## config.mk

```make
export PLATFORM = sky130hd
export DESIGN_NAME = extbus_if
export DESIGN_NICKNAME = d
export VERILOG_FILES = /design/src/rtl/extbus_pkg.sv /design/src/rtl/extbus_seq.sv /design/src/rtl/extbus_lanes.sv /design/src/rtl/extbus_if.sv
export SDC_FILE = /design/constraint.sdc
export NUM_CORES = 1
export LEC_CHECK = 0
export ABC_AREA = 1
export CAP_MARGIN = 0
export CORE_MARGIN = 4
export CORE_UTILIZATION = 49
export CTS_CLUSTER_DIAMETER = 120
export DETAILED_ROUTE_END_ITERATION = 7
export PLACE_DENSITY_LB_ADDON = 0.08
export SETUP_SLACK_MARGIN = 0.15
export SLEW_MARGIN = 20
export SYNTH_ARGS = -nofsm -noshare
export SYNTH_HDL_FRONTEND = slang
export SYNTH_SLANG_ARGS = --single-unit
```

## constraint.sdc

```tcl
create_clock -name clk -period 3.45 [get_ports clk]
set_input_delay 0.69 -clock clk [delete_from_list [all_inputs] [get_ports clk]]
set_output_delay 0.69 -clock clk [all_outputs]
set_load 0.01 [all_outputs]
```

## src/rtl/extbus_pkg.sv

```systemverilog
package extbus_pkg;

  typedef enum logic [2:0] {
    PH_IDLE = 3'd0,
    PH_T1   = 3'd1,
    PH_T2   = 3'd2,
    PH_T3   = 3'd3,
    PH_T4   = 3'd4
  } phase_t;

  localparam logic [1:0] KIND_FETCH = 2'b00;
  localparam logic [1:0] KIND_READ  = 2'b01;

  function automatic logic kind_is_write(input logic [1:0] k);
    return k[1];
  endfunction

  // zero enables mean a full word
  function automatic logic [1:0] norm_be(input logic [1:0] be);
    return (be == 2'b00) ? 2'b11 : be;
  endfunction

  // a word on a byte-wide bus needs two cycles
  function automatic logic needs_split(input logic wide, input logic [1:0] be);
    return !wide && (be == 2'b11);
  endfunction

  // pin enable mask for the upper address lines in 8-bit mode
  function automatic logic [7:0] upper_mask(input logic [3:0] n);
    logic [7:0] m;
    for (int i = 0; i < 8; i++) m[i] = (i < int'(n));
    return m;
  endfunction

endpackage

```

## src/rtl/extbus_seq.sv

```systemverilog
module extbus_seq
  import extbus_pkg::*;
(
  input  logic   clk,
  input  logic   rst_n,
  input  logic   start,
  input  logic   split,
  output phase_t phase,
  output logic   second,
  output logic   done
);

  logic last;

  always_ff @(posedge clk or negedge rst_n) begin
    if (!rst_n) begin
      phase  <= PH_IDLE;
      second <= 1'b0;
    end else begin
      unique case (phase)
        PH_IDLE: if (start) begin
          phase  <= PH_T1;
          second <= 1'b0;
        end
        PH_T1: phase <= PH_T2;
        PH_T2: phase <= PH_T3;
        PH_T3: phase <= PH_T4;
        PH_T4: begin
          if (split && !second) begin
            phase  <= PH_T1;
            second <= 1'b1;
          end else begin
            phase  <= PH_IDLE;
          end
        end
        default: phase <= PH_IDLE;
      endcase
    end
  end

  assign last = !split || second;
  assign done = (phase == PH_T4) && last;


  done_then_idle_chk: assert property (@(posedge clk) disable iff (!rst_n)
    done |=> (phase == PH_IDLE));


  start_to_t1_chk: assert property (@(posedge clk) disable iff (!rst_n)
    (start && phase == PH_IDLE) |=> (phase == PH_T1));

endmodule

```

## src/rtl/extbus_lanes.sv

```systemverilog
module extbus_lanes
  import extbus_pkg::*;
#(
  parameter int AW   = 20,
  parameter int BW   = 8,
  parameter int LOWA = 4,
  localparam int DW  = 2 * BW
) (
  input  logic          clk,
  input  logic          rst_n,
  input  phase_t        phase,
  input  logic [1:0]    kind,
  input  logic [AW-1:0] addr,
  input  logic [DW-1:0] wdata,
  input  logic [1:0]    be,
  input  logic          wide,
  input  logic          idx,
  input  logic [3:0]    n_upper,
  output logic          ale,
  output logic          psen_n,
  output logic          rd_n,
  output logic          wrl_n,
  output logic          a0_wrh,
  output logic [LOWA-2:0] addr_lo,
  output logic          p0_oe,
  output logic [BW-1:0] p0_out,
  output logic [BW-1:0] p2_oe,
  output logic [BW-1:0] p2_out
);

  logic wr, addr_ph, strobe_ph, data_ph;
  logic [BW-1:0] mask;

  assign wr        = kind_is_write(kind);
  assign addr_ph   = (phase == PH_T1) || (phase == PH_T2);
  assign strobe_ph = (phase == PH_T3);
  assign data_ph   = (phase == PH_T3) || (phase == PH_T4);
  assign mask      = upper_mask(n_upper);

  assign ale     = (phase == PH_T1);
  assign psen_n  = !(strobe_ph && kind == KIND_FETCH);
  assign rd_n    = !(strobe_ph && kind == KIND_READ);
  assign wrl_n   = !(strobe_ph && wr && (wide ? be[0] : 1'b1));
  assign a0_wrh  = wide ? !(strobe_ph && wr && be[1]) : idx;
  assign addr_lo = addr[LOWA-1:1];

  assign p0_oe  = addr_ph || (data_ph && wr);
  assign p0_out = addr_ph ? addr[LOWA+BW-1:LOWA]
                : ((wide || !idx) ? wdata[BW-1:0] : wdata[DW-1:BW]);

  assign p2_oe  = wide ? {BW{p0_oe}} : (addr_ph ? mask : '0);
  assign p2_out = addr_ph ? addr[AW-1:LOWA+BW] : wdata[DW-1:BW];


  strobe_excl_chk: assert property (@(posedge clk) disable iff (!rst_n)
    $onehot0({!psen_n, !rd_n, (!wrl_n || (wide && !a0_wrh))}));


  ale_quiet_chk: assert property (@(posedge clk) disable iff (!rst_n)
    ale |-> (psen_n && rd_n && wrl_n));


  read_release_chk: assert property (@(posedge clk) disable iff (!rst_n)
    (!rd_n || !psen_n) |-> (!p0_oe && p2_oe == '0));


  upper_pins_chk: assert property (@(posedge clk) disable iff (!rst_n)
    !wide |-> ((p2_oe & ~mask) == '0));

endmodule

```

## src/rtl/extbus_if.sv

```systemverilog
module extbus_if
  import extbus_pkg::*;
#(
  parameter int AW   = 20,
  parameter int BW   = 8,
  parameter int LOWA = 4,
  localparam int DW  = 2 * BW
) (
  input  logic            clk,
  input  logic            rst_n,
  input  logic            width_strap,
  input  logic [3:0]      upper_lines,
  input  logic            req_valid,
  input  logic [1:0]      req_kind,
  input  logic [AW-1:0]   req_addr,
  input  logic [DW-1:0]   req_wdata,
  input  logic [1:0]      req_be,
  output logic            req_ready,
  output logic            done,
  output logic [DW-1:0]   rdata,
  output logic [LOWA-2:0] addr_lo,
  output logic            a0_wrh,
  output logic [BW-1:0]   p0_out,
  output logic            p0_oe,
  input  logic [BW-1:0]   p0_in,
  output logic [BW-1:0]   p2_out,
  output logic [BW-1:0]   p2_oe,
  input  logic [BW-1:0]   p2_in,
  output logic            ale,
  output logic            psen_n,
  output logic            rd_n,
  output logic            wrl_n
);

  logic          armed, wide;
  logic [1:0]    q_kind, q_be;
  logic [AW-1:0] q_addr;
  logic [DW-1:0] q_wdata;
  logic [3:0]    q_upper;
  phase_t        phase;
  logic          second, split, start, idx;

  // width strap sampled at the first edge after reset release
  always_ff @(posedge clk or negedge rst_n) begin
    if (!rst_n) begin
      armed <= 1'b1;
      wide  <= 1'b0;
    end else if (armed) begin
      armed <= 1'b0;
      wide  <= width_strap;
    end
  end

  assign req_ready = !armed && (phase == PH_IDLE);
  assign start     = req_valid && req_ready;
  assign split     = needs_split(wide, q_be);
  assign idx       = split ? second : (q_be == 2'b10);

  always_ff @(posedge clk or negedge rst_n) begin
    if (!rst_n) begin
      q_kind  <= KIND_FETCH;
      q_be    <= 2'b11;
      q_addr  <= '0;
      q_wdata <= '0;
      q_upper <= '0;
      rdata   <= '0;
    end else if (start) begin
      q_kind  <= req_kind;
      q_be    <= norm_be(req_be);
      q_addr  <= req_addr;
      q_wdata <= req_wdata;
      q_upper <= upper_lines;
      rdata   <= '0;
    end else if (phase == PH_T3 && !kind_is_write(q_kind)) begin
      if (wide)     rdata <= {p2_in, p0_in};
      else if (idx) rdata[DW-1:BW] <= p0_in;
      else          rdata[BW-1:0]  <= p0_in;
    end
  end

  extbus_seq i_seq (
    .clk    (clk),
    .rst_n  (rst_n),
    .start  (start),
    .split  (split),
    .phase  (phase),
    .second (second),
    .done   (done)
  );

  extbus_lanes #(.AW(AW), .BW(BW), .LOWA(LOWA)) i_lanes (
    .clk     (clk),
    .rst_n   (rst_n),
    .phase   (phase),
    .kind    (q_kind),
    .addr    (q_addr),
    .wdata   (q_wdata),
    .be      (q_be),
    .wide    (wide),
    .idx     (idx),
    .n_upper (q_upper),
    .ale     (ale),
    .psen_n  (psen_n),
    .rd_n    (rd_n),
    .wrl_n   (wrl_n),
    .a0_wrh  (a0_wrh),
    .addr_lo (addr_lo),
    .p0_oe   (p0_oe),
    .p0_out  (p0_out),
    .p2_oe   (p2_oe),
    .p2_out  (p2_out)
  );


  width_hold_chk: assert property (@(posedge clk) disable iff (!rst_n)
    !armed |=> $stable(wide));


  busy_not_ready_chk: assert property (@(posedge clk) disable iff (!rst_n)
    (phase != PH_IDLE) |-> !req_ready);

endmodule

```

==> flow_metrics.tcl, run 1 <==
set metrics [dict create \
    fin_tns_setup_ps 0 \
    clock_path_buffers 2 \
    nFillCells 542 \
    synth_area_leaders "dfrtp_1 (47%), nand2_1 (23%), o21ai_1 (4.3%)" \
    crit_buf_inv 2 \
    required_ps 2760 \
    clock_latency_ps 340 \
    setup_viol 0 \
    drtAntennaViolNets 0 \
    path_class "reg -> out" \
    port_buffers 113 \
    dr_total_vias 3113 \
    synthToLayoutAreaGrowth_pct 39.63 \
    synth_largest_area_cell "dfrtp_1" \
    routedWlPerCell_um 14.21 \
    wl_met2_um 3942 \
    syn_inst 420 \
    grt_start_max_net_pins 66 \
    power_density_nw_per_um2 924.2 \
    status "completed" \
    root_buffer "clkbuf_8" \
    synth_ff_type "dfrtp_1" \
    dp_slack_ps 645.6 \
    peakVddDrop_mv 0.6077 \
    period_minus_slack_ps 3122 \
    period_share_pct 90.49 \
    grt_antenna_before_repair 0 \
    synth.most_common_cell "nand2_1" \
    ys_seq_area_share_pct 49.69 \
    highest_layer "met4" \
    core_um2 6422 \
    ios 115 \
    fmax_mhz 320.3 \
    slowest_stage "dfrtp_1" \
    diodes 0 \
    yosys.area.top_type_share_pct 47.29 \
    die-area_um2 8069 \
    hp-class "reg -> reg" \
    rr_worst_depth 8 \
    drtIter0Drc 121 \
    ys_types 29 \
    grt_overflow 0 \
    grtUsageTotal_pct 22.25 \
    cp.arrival_ps 2430 \
    die_h_um 89.83 \
    wl_met1_um 3787 \
    num_rows 29 \
    cts_sinks 65 \
    timing.final.max_slew_violations 0 \
    start_util_pct 51.08 \
    setup_slack_ps 328.1 \
    multi_input_area_um2 1396 \
    grt_pass1_vias 3137 \
    synth-seq-cells 65 \
    synth_edf_count 0 \
    route.met3.wl_um 689 \
    drive_gt1_share_pct 8.835 \
    numCtsBuffers 9 \
    drt-pass1-iter-count 4 \
    worstHoldPathCells 2 \
    slowest_delay_ps 550 \
    grt_pass1_wl_um 14530 \
    postSynth.asyncResetShare_pct 100.0 \
    p_leak_nw 2.261 \
    cp_max_fo 27 \
    cap_violations 0 \
    drc 0 \
    cp-start-kind "flop" \
    cp_cell_sequence "inv_6, nand2_2, nand2_4, nand3_4, nand2_1, nand3_1, nand2_1, clkdlybuf4s50_1" \
    drt-total-wl_um 8654 \
    end_kind "output port" \
    die-width_um 89.83 \
    cts_tree "yes" \
    syn-cell-area_um2 3281 \
    tightestPinTransition_ps 808.2 \
    synth_common_cells "nand2_1 (204), dfrtp_1 (62), o21ai_1 (28)" \
    avgSynthCellArea_um2 7.811 \
    rsz0062_at_grt "no" \
    relSlewSlack_pct 46.12 \
    hold_viol_final 0 \
    clkTransAtPathRegs_ps 70 \
    layout.nets 591 \
    gp_congestion 0.8431 \
    ys_warn_count 0 \
    viasPerCell 5.112 \
    critical_path.top_delay_family "buffers and inverters" \
    critical_path_depth 8 \
    synth_nets 484 \
    skew_ps 8.210 \
    fin_util_pct 71.32 \
    cts_hold_buf 0 \
    hpwl_um 6077 \
    cts_max_level 3 \
    regArea_um2 1630 \
    timing.critical_path.mode_cell "nand2_1" \
]
[final timing paths]
kind                            slack, ps       from         end
worst max-delay path                  330       wide   p0_out[4]
worst min-delay path                  470  rdata[11]   rdata[11]
worst max register to register       1700       wide    rdata[6]
worst min register to register        470  rdata[11]   rdata[11]
max in group asynchronous            2400      rst_n  q_upper[1]
min in group asynchronous             520      rst_n   rdata[11]
[logic make-up after synthesis]
family / synth area share, %
other cells: 0.1143
compound gates: 6.636
simple gates: 35.81
flops: 49.70
buf+inv: 7.742
[through the flow]
stage	area, µm²	power (mW)	instances	hold WS [ps]
after floorplan	3281	2.588	420	394.4
after CTS	4578	4.263	609	476.9
final	4581	4.234	609	473.3
after global routing	4581	4.564	609	500.1
after global placement	4405	3.618	593	453.3
after detailed placement	4405	3.673	593	459.4
[what timing repair did]
item                                    in CTS  in global routing
buffers inserted                             0                  0
endpoints found under the setup margin       0                  5
resized for setup                            0                  1
hold endpoints to repair                     0                  0
[report_power, final]
part	leakage, nW	switching (mW)	internal [mW]	total, mW
clock network	0.0891	0.296	0.278	0.573
registers	0.816	0.230	1.11	1.34
logic	1.36	1.22	1.10	2.32
total	2.26	1.74	2.49	4.23
[cell usage in the layout (no fill, tap or decap), types with 2 or more instances in the layout]
| cell | synthesis | routed |
|---|---|---|
| nor2_1 | 8 | 8 |
| clkbuf_8 | 0 | 10 |
| nand2_2 | 3 | 3 |
| dfrtp_1 | 62 | 62 |
| inv_1 | 27 | 27 |
| nor2_4 | 2 | 2 |
| nand2_4 | 5 | 5 |
| nand3_1 | 22 | 22 |
| clkdlybuf4s50_1 | 0 | 112 |
| nand2_1 | 204 | 204 |
| buf_4 | 8 | 2 |
| inv_4 | 3 | 2 |
| nand3_2 | 3 | 3 |
| clkinv_2 | 0 | 3 |
| a21oi_1 | 2 | 2 |
| o21ai_1 | 28 | 28 |
| o21ai_0 | 6 | 6 |
| clkinv_4 | 2 | 3 |
| nand4_1 | 9 | 9 |
| nand3_4 | 3 | 3 |
| dfstp_2 | 3 | 3 |
[registers in the layout, indices dropped and copies added, names as in the netlist]
register      flops
q_addr           19
q_wdata          16
rdata            16
q_upper           4
i_seq.phase       3
q_be              2
q_kind            2
armed             1
i_seq.second      1
wide              1
[cell type report]
cell class | count | share of cell area, %
clock buffers | 11 | 3.087
inverters | 33 | 3.141
clock inverters | 5 | 0.6829
well taps | 77 | 2.103
repair buffers | 115 | 24.91
multi-input cells | 303 | 30.48
flip-flops and latches | 65 | 35.59
[worst register-to-register path, stage by stage, from the launching register on]
cell and delay (ps):
dfrtp_1 550, inv_6 290, nand2_2 100, nand2_4 150
nand3_4 180, nand2_8 150, clkinv_4 80, nand2_1 70
nand2_1 60
[metal layers]
layer | up-vias | global-route usage [%]
met5 | - | 0
met4 | 0 | 10.73
met1 | 1434 | 29.42
met3 | 22 | 5.843
met2 | 128 | 34.15
li1 | 1529 | -
Power figures use the tool's default switching activity.
==> run 2: changes to the inputs <==
--- a/config.mk
+++ b/config.mk
@@ -8,7 +8,7 @@
 export ABC_AREA = 1
 export CAP_MARGIN = 0
 export CORE_MARGIN = 4
-export CORE_UTILIZATION = 49
+export CORE_UTILIZATION = 45
 export CTS_CLUSTER_DIAMETER = 120
 export DETAILED_ROUTE_END_ITERATION = 7
 export PLACE_DENSITY_LB_ADDON = 0.08
==> constraint.sdc (replaced) <==
create_clock -name clk -period 3.4 [get_ports clk]
set_input_delay 0.68 -clock clk [delete_from_list [all_inputs] [get_ports clk]]
set_output_delay 0.68 -clock clk [all_outputs]
set_load 0.01 [all_outputs]
==> run 2 against run 1 <==
Die area is 8.1% higher. Setup slack better by 65 ps. Largest power group unchanged. Largest cell class unchanged. Total power rose by 3.6%. Count of clock-buffer cells in the layout increased by 1. Clock power increased by 18%.
==> flow_metrics.tcl, run 2 (synthesized netlist as in run 1, its figures left out) <==
set metrics [dict create \
    drc 0 \
    grtUsageTotal_pct 20.89 \
    cts_tree "yes" \
    required_ps 2720 \
    path_class "reg -> out" \
    synthToLayoutAreaGrowth_pct 41.42 \
    grt_pass1_wl_um 14230 \
    cp_cell_sequence "inv_2, nand3_2, nand2_4, inv_4, nand3_4, nand2_4, nand2_1, clkdlybuf4s50_1" \
    p_leak_nw 2.273 \
    clock_path_buffers 2 \
    dpl.cell_count 612 \
    cts_max_level 3 \
    drtIter0Drc 141 \
    hp-class "reg -> reg" \
    cp.arrival_ps 2330 \
    combPwrFrac_pct 53.5 \
    switchingPower_mw 1.763 \
    gp_congestion 0.8466 \
    grt_pass1_vias 2972 \
    power_frac_seq_pct 31.1 \
    critical_path.top_delay_family "buffers and inverters" \
    setup_viol 0 \
    timing.final.max_slew_violations 0 \
    routedWlPerCell_um 13.86 \
    intPower_mw 2.622 \
    tightestPinTransition_ps 821.4 \
    cts_sinks 65 \
    clock_latency_ps 340 \
    slowest_stage "clkdlybuf4s50_1" \
    drt-total-wl_um 8705 \
    whs_ps 474.8 \
    grt_overflow 0 \
    timing.critical_path.mode_cell "nand2_4" \
    ios 115 \
    viasPerCell 4.868 \
    skew_ps 7.937 \
    cap_violations 0 \
    post_cts.repair.setup_buffers 0 \
    die_h_um 93.39 \
    hpwl_um 6150 \
    layout_commonest_cell "nand2_1" \
    slowest_delay_ps 550 \
    drive_gt1_share_pct 9.023 \
    root_buffer "clkbuf_8" \
    top_regs "q_addr (19), q_wdata (16), rdata (16)" \
    regMostFlops "q_addr" \
    end_kind "output port" \
    crit_buf_inv 3 \
    grt_antenna_before_repair 0 \
    swShare_pct 40.20 \
    relSlewSlack_pct 45.24 \
    start_util_pct 47.24 \
    clkPwrFrac_pct 15.5 \
    layout.nets 591 \
    hold_viol_final 0 \
    peakVddDrop_mv 0.6480 \
    final_cell_mix "nand2_1 (204), clkdlybuf4s50_1 (112), dfrtp_1 (61), o21ai_1 (28), inv_1 (27)" \
    numCtsBuffers 9 \
    port_buffers 113 \
    layout.cells.non_filler 628 \
    clkTransAtPathRegs_ps 70 \
    period_minus_slack_ps 3007 \
    status "completed" \
    num_rows 30 \
    power_density_nw_per_um2 945.1 \
    die-width_um 93.39 \
    dr_total_vias 3057 \
    drtAntennaViolNets 0 \
    diodes 0 \
    largest_register_ffs 19 \
    cp_max_fo 33 \
    drt-pass1-iter-count 4 \
    grt_start_max_net_pins 66 \
    fin_tns_setup_ps 0 \
    fmax_mhz 332.6 \
    die-area_um2 8721 \
    cp-start-kind "flop" \
    total_power_mw 4.385 \
    rsz0062_at_grt "no" \
    core_um2 6944 \
    period_share_pct 88.43 \
]
run 2: final cells by class:
class,instances,area [µm²]
inverters,33,143.9
multi-input cells,303,1396
well taps,96,120.1
clock inverters,4,51.30
repair buffers,115,1141
fillers,623,2305
flip-flops and latches,65,1632
clock buffers,12,155.1
run 2: final timing paths:
kind / start / to / slack [ps] / cells after the start
setup reg to reg: wide / rdata[7] / 1760 / 8
hold reg to reg: rdata[12] / rdata[12] / 470 / 2
min in group asynchronous: rst_n / rdata[9] / 510 / 2
max in group asynchronous: rst_n / wide / 2310 / 2
hold / removal: rdata[12] / rdata[12] / 470 / 2
setup / recovery: i_seq.phase[2] / p2_oe[2] / 390 / 8
run 2: power by group through the flow:
stage          Combinational (mW)  Sequential (mW)  Clock (mW)
5_1_grt                      2.58             1.41       0.731
3_5_place_dp                 2.36             1.37           0
4_1_cts                      2.38             1.36       0.691
2_1_floorplan                1.28             1.34           0
3_3_place_gp                 2.32             1.36           0
6_report                     2.35             1.36       0.678
run 2: per-layer routing:
metal / up-vias / share of wire, % / global-route usage (%)
li1: 1528 / - / -
met1: 1417 / 45 / 27.39
met2: 98 / 47 / 33.23
met3: 14 / 6.7 / 4.827
met4: 0 / 1.7 / 8.669
met5: - / 0 / 0
run 2: what timing repair did:
action | 4_1_cts | 5_1_grt
resized for setup | 0 | 3
hold buffers | 0 | 0
endpoints found under the setup margin | 0 | 8
run 2: stage by stage:
stage / setup slack [ps] / utilization [%] / instance area [µm²]
2_1_floorplan: 1608 / - / 3281
3_3_place_gp: 601.5 / 63.78 / 4429
3_5_place_dp: 600.0 / 63.78 / 4429
6_report: 393.2 / 66.81 / 4639
5_1_grt: 236.6 / 66.81 / 4639
4_1_cts: 210.7 / 66.76 / 4636
run 2: tightest hold or removal path, cell delays in order, from the launching register on:
cell	delay, ps
dfrtp_1	350
nand2_1	50
nand2_1	50
